===== src/rtl/ovf_pkg.sv =====
package ovf_pkg;

    typedef enum logic [2:0] {
        ST_IDLE,
        ST_ARMED,
        ST_READ,
        ST_WRITE,
        ST_FINISH
    } ovf_state_t;

    function automatic logic in_sweep(input ovf_state_t s);
        return (s == ST_READ) || (s == ST_WRITE) || (s == ST_FINISH);
    endfunction

endpackage


===== src/rtl/ovf_thresh_cmp.sv =====
module ovf_thresh_cmp #(
    parameter int CELLS  = 8,
    parameter int CELL_W = 8
) (
    input  logic [CELLS*CELL_W-1:0] lane_data,
    input  logic [CELLS-1:0]        lane_en,
    input  logic [CELL_W-1:0]       limit,
    output logic                    any_over
);

    logic [CELLS-1:0] lane_hit;

    for (genvar g = 0; g < CELLS; g++) begin : g_lane
        assign lane_hit[g] = lane_en[g] && (lane_data[g*CELL_W +: CELL_W] > limit);
    end

    assign any_over = |lane_hit;

endmodule


===== src/rtl/ovf_halver.sv =====
module ovf_halver #(
    parameter int CELLS  = 8,
    parameter int CELL_W = 8
) (
    input  logic [CELLS*CELL_W-1:0] word_in,
    output logic [CELLS*CELL_W-1:0] word_out
);

    for (genvar g = 0; g < CELLS; g++) begin : g_cell
        assign word_out[g*CELL_W +: CELL_W] = {1'b0, word_in[g*CELL_W+1 +: CELL_W-1]};
    end

endmodule


===== src/rtl/ovf_sweep_ctr.sv =====
module ovf_sweep_ctr #(
    parameter int ADDR_W = 13
) (
    input  logic              clk,
    input  logic              rst_n,
    input  logic              clr,
    input  logic              inc,
    output logic [ADDR_W-1:0] count,
    output logic              at_last
);

    localparam logic [ADDR_W-1:0] LAST = '1;

    always_ff @(posedge clk or negedge rst_n) begin
        if (!rst_n) begin
            count <= '0;
        end else if (clr) begin
            count <= '0;
        end else if (inc) begin
            count <= count + 1'b1;
        end
    end

    assign at_last = (count == LAST);

endmodule


===== src/rtl/ovf_decay_top.sv =====
module ovf_decay_top
    import ovf_pkg::*;
#(
    parameter int CELLS    = 8,
    parameter int CELL_W   = 8,
    parameter int ADDR_W   = 13,
    parameter int THR_LOW  = 'hE0,
    parameter int THR_HIGH = 'hF0
) (
    input  logic                    clk,
    input  logic                    rst_n,
    input  logic                    snoop_valid,
    input  logic [CELLS*CELL_W-1:0] snoop_data,
    input  logic [CELLS-1:0]        snoop_be,
    input  logic                    thr_sel,
    input  logic                    op_done,
    input  logic                    status_clr,
    output logic                    busy,
    output logic                    over_flag,
    output logic                    decay_done,
    output logic                    decay_seen,
    output logic                    mem_req,
    output logic                    mem_we,
    output logic [ADDR_W-1:0]       mem_addr,
    output logic [CELLS*CELL_W-1:0] mem_wdata,
    input  logic [CELLS*CELL_W-1:0] mem_rdata
);

    localparam int                WORD_W = CELLS * CELL_W;
    localparam logic [CELL_W-1:0] LIM_LO = CELL_W'(THR_LOW);
    localparam logic [CELL_W-1:0] LIM_HI = CELL_W'(THR_HIGH);

    ovf_state_t        state_q, state_d;
    logic [CELL_W-1:0] limit;
    logic              lane_over;
    logic              snoop_hit;
    logic [ADDR_W-1:0] word_idx;
    logic              word_last;
    logic              ctr_clr;
    logic              ctr_inc;
    logic [WORD_W-1:0] halved;
    logic              seen_q;

    assign limit = thr_sel ? LIM_HI : LIM_LO;

    ovf_thresh_cmp #(.CELLS(CELLS), .CELL_W(CELL_W)) u_cmp (
        .lane_data (snoop_data),
        .lane_en   (snoop_be),
        .limit     (limit),
        .any_over  (lane_over)
    );

    assign snoop_hit = snoop_valid && lane_over;

    ovf_halver #(.CELLS(CELLS), .CELL_W(CELL_W)) u_half (
        .word_in  (mem_rdata),
        .word_out (halved)
    );

    assign ctr_clr = !in_sweep(state_q);
    assign ctr_inc = (state_q == ST_WRITE) && !word_last;

    ovf_sweep_ctr #(.ADDR_W(ADDR_W)) u_ctr (
        .clk     (clk),
        .rst_n   (rst_n),
        .clr     (ctr_clr),
        .inc     (ctr_inc),
        .count   (word_idx),
        .at_last (word_last)
    );

    // State register
    always_ff @(posedge clk or negedge rst_n) begin
        if (!rst_n) begin
            state_q <= ST_IDLE;
        end else begin
            state_q <= state_d;
        end
    end

    // Next-state logic
    always_comb begin
        state_d = state_q;
        unique case (state_q)
            ST_IDLE: begin
                if (snoop_hit && op_done) begin
                    state_d = ST_READ;
                end else if (snoop_hit) begin
                    state_d = ST_ARMED;
                end
            end
            ST_ARMED: begin
                if (op_done) begin
                    state_d = ST_READ;
                end
            end
            ST_READ:   state_d = ST_WRITE;
            ST_WRITE:  state_d = word_last ? ST_FINISH : ST_READ;
            ST_FINISH: state_d = ST_IDLE;
            default:   state_d = ST_IDLE;
        endcase
    end

    // Outputs decoded from the state
    always_comb begin
        busy       = 1'b0;
        over_flag  = 1'b0;
        decay_done = 1'b0;
        mem_req    = 1'b0;
        mem_we     = 1'b0;
        unique case (state_q)
            ST_IDLE: ;
            ST_ARMED: begin
                over_flag = 1'b1;
            end
            ST_READ: begin
                busy      = 1'b1;
                over_flag = 1'b1;
                mem_req   = 1'b1;
            end
            ST_WRITE: begin
                busy      = 1'b1;
                over_flag = 1'b1;
                mem_req   = 1'b1;
                mem_we    = 1'b1;
            end
            ST_FINISH: begin
                busy       = 1'b1;
                over_flag  = 1'b1;
                decay_done = 1'b1;
            end
            default: ;
        endcase
    end

    assign mem_addr  = word_idx;
    assign mem_wdata = halved;

    // Host status: set on completion, cleared by writing 1; set wins
    always_ff @(posedge clk or negedge rst_n) begin
        if (!rst_n) begin
            seen_q <= 1'b0;
        end else if (state_q == ST_FINISH) begin
            seen_q <= 1'b1;
        end else if (status_clr) begin
            seen_q <= 1'b0;
        end
    end

    assign decay_seen = seen_q;

endmodule


===== config.mk =====
export PLATFORM = sky130hd
export DESIGN_NAME = ovf_decay_top
export DESIGN_NICKNAME = d
export VERILOG_FILES = /design/src/rtl/ovf_pkg.sv /design/src/rtl/ovf_thresh_cmp.sv /design/src/rtl/ovf_halver.sv /design/src/rtl/ovf_sweep_ctr.sv /design/src/rtl/ovf_decay_top.sv
export SDC_FILE = /design/constraint.sdc
export NUM_CORES = 1
export LEC_CHECK = 0
export ABC_CLOCK_PERIOD_IN_PS = 2400
export BUFFER_PORTS_ARGS = -buffer_cell sky130_fd_sc_hd__buf_2
export CAP_MARGIN = 15
export CORE_AREA = 2 2 87 89
export CTS_BUF_LIST = sky130_fd_sc_hd__clkbuf_4
export DETAILED_ROUTE_END_ITERATION = 12
export DIE_AREA = 0 0 89 91
export HOLD_SLACK_MARGIN = 0.06
export MAX_ROUTING_LAYER = met4
export SLEW_MARGIN = 40
export SYNTH_ARGS = -nofsm -noshare
export SYNTH_HDL_FRONTEND = slang
export SYNTH_SLANG_ARGS = --single-unit

===== constraint.sdc =====
create_clock -name clk -period 2.4 [get_ports clk]
set_input_delay 0 -clock clk [delete_from_list [all_inputs] [get_ports clk]]
set_output_delay 0 -clock clk [all_outputs]
set_load 0.03 [all_outputs]

==> flow_metrics.tcl <==
set metrics [dict create \
    hold_ws_ns 0.107 \
    p_per_area_nw_per_um2 534 \
    area_growth_pct 43.8 \
    r2r_setup_slack_ns 0.66 \
    ant_nets 0 \
    fmax_mhz 574 \
    htreeDepth 1 \
    dpl.hpwl_um 3370 \
    r2r_start "u_ctr.count[0]" \
    nets 456 \
    placed_cell_area_um2 1870 \
    cts_setup_buffers 0 \
    cts.sinks 17 \
    clk_latency_ns 0.29 \
    core_area_um2 7140 \
    cp.arrival_ns 1.91 \
    drc 0 \
    yosys.area.top_type "buf_4" \
    die-area_um2 8100 \
    setup_viol 0 \
    hold_viol 0 \
    portBuffers 96 \
    end_kind "register" \
    required_ns 2.57 \
    grt_max_degree 18 \
    path_clk_slew_ns 0.11 \
    crit_path_max_fanout 11 \
    final-instance-count-excl-fill 403 \
    wirelength_um 5040 \
    fin_util_pct 34.8 \
    cts_buffers 3 \
    path_class "reg2reg" \
    status "complete, no violations" \
    viasPerCell 4.27 \
    critPathTopFamily "simple AND/OR/NAND/NOR gates" \
    holdBufCountCts 59 \
    fin_skew_ns 0.00809 \
    drtPass1Iterations 4 \
    fin_area_um2 2490 \
    seq_area_frac_synth_pct 24.6 \
    ios 225 \
    cp_slowest_cell "dfrtp_1" \
    grt_pass1_wl_um 7270 \
    min_from "snoop_valid" \
    num_vias 1722 \
    dpl.cell_count 340 \
    yosysMostFrequentCell "buf_4" \
    fin_tns_setup_ns 0 \
    p_total_mw 1.33 \
    synth_warnings 0 \
    peakVddDrop_mv 0.568 \
    netlist_area_um2 1730 \
    worstHoldPathType "in2reg" \
    slew_violations 0 \
    wl_per_cell_um 12.5 \
    synth-seq-cells 17 \
    fill_cells 781 \
    cts-root-buf "clkbuf_4" \
    crit_chain "ha_1, and4_4, nand4_4, nand2_2, o311ai_1, o41ai_1" \
    synth_edf_count 0 \
    synth_common_cells "buf_4 (64), dfrtp_1 (17), inv_1 (14)" \
    finalCritPeriodShare_pct 72.5 \
    syn_avg_cell_area_um2 8.52 \
    max_stage_delay_ns 0.44 \
    grt_pass1_vias 1636 \
    initial_utilization_pct 24.2 \
    yosysTopAreaCellShare_pct 27.8 \
    synth_area_leaders "buf_4 (28%), dfrtp_1 (25%), ha_1 (6.5%)" \
    syn_inst 203 \
    async_flop_share_pct 100 \
    grt_usage_pct 11.2 \
    worst-path-buf-inv 0 \
    drv_cap 0 \
    rows 31 \
    rsz0062_at_grt "false" \
    pre_cts_slack_ns 0.676 \
    worstHoldPathCells 4 \
    rr_endpoint "u_ctr.count[5]" \
    register_area_um2 425 \
    die_h_um 91 \
    cts_tree "done" \
    synth-main-ff-cell "dfrtp_1" \
    yosysUniqueCellTypes 40 \
    startpoint_type "register" \
    hold_path_end "state_q[1]" \
    gr-total-overflow 0 \
    drtIter0Drc 41 \
    diodes 0 \
    gp_congestion 0.726 \
    antenna_found_initial 0 \
    fin_crit_ns 1.74 \
    ff2ff_path_depth 6 \
    fin_ws_ns 0.659 \
    layout-drive-gt1-share_pct 36.5 \
    clockBufferDepth 2 \
    multi_input_area_um2 774 \
    leakage_nw 1.27 \
    post_cts_resized 0 \
    die_x_um 89 \
]
-- how the worst max path moves through the flow --
stage	start	to	slack [ns]	cells after the start
after floorplan	u_ctr.count[0]	u_ctr.count[6]	0.67	7
after global placement	u_ctr.count[0]	u_ctr.count[5]	0.72	6
after detailed placement	u_ctr.count[0]	u_ctr.count[5]	0.68	6
after CTS	u_ctr.count[0]	u_ctr.count[5]	0.66	6
after global routing	u_ctr.count[0]	u_ctr.count[5]	0.53	6
final	u_ctr.count[0]	u_ctr.count[5]	0.66	6
-- per-layer routing --
layer / GRT usage (%) / vias to the layer above / wire length (µm)
li1: - / 840 / -
met1: 13.1 / 770 / 1970
met2: 20.5 / 110 / 2620
met3: 1.27 / 2 / 442
met4: 2.36 / 0 / 12
met5: - / - / 0
-- power by group --
| part | switching, mW | internal (mW) |
|---|---|---|
| sequential | 0.0819 | 0.337 |
| clock | 0.0936 | 0.0620 |
| combinational | 0.486 | 0.267 |
-- flip-flops by register name, indices dropped and copies added (netlist names) --
signal       count
state_q          3
u_ctr.count     13
decay_seen       1
-- placed cells by master, fill, tap and decap left out, types with 2 or more instances in the layout --
cell           instances
nand4b_1               4
a211oi_1               5
and3_1                 3
inv_2                  3
nand3_1                9
nand2_1                9
a31oi_1                4
clkbuf_4               3
nor2_1                13
and4b_1                4
dlygate4sd3_1         59
xnor2_1                2
o21ai_0                2
xor2_1                 6
nor4_1                 8
inv_1                 14
ha_1                   9
buf_2                 96
nand4_1                5
dfrtp_1               17
conb_1                 8
-- kinds of logic (layout without fill, tap and decap cells) --
family,Yosys count,in the layout,synth area share (%)
adder cells (fa/ha/maj),9,9,6.51
XOR/XNOR,8,8,4.05
AO/OA/AOI/OAI,18,18,7.31
multiplexers,2,2,1.23
AND/OR/NAND/NOR,66,66,24.0
other,1,8,0.217
buffers and inverters,82,176,32.1
flip-flops,17,17,24.6
-- worst register-to-register path: stages, from the launching register on --
cell      delay, ns
dfrtp_1        0.44
ha_1           0.27
and4_4         0.22
nand4_4        0.17
nand2_2        0.14
o311ai_1       0.28
o41ai_1        0.11
-- layout make-up --
type,count,area share [%]
Inverter,17,2.57
Sequential cell,17,17.1
Timing Repair Buffer,155,43.1
Clock buffer,3,0.906
Tap cell,99,4.98
Multi-Input combinational cell,111,31.2
Clock inverter,1,0.201
Power figures use the tool's default switching activity.
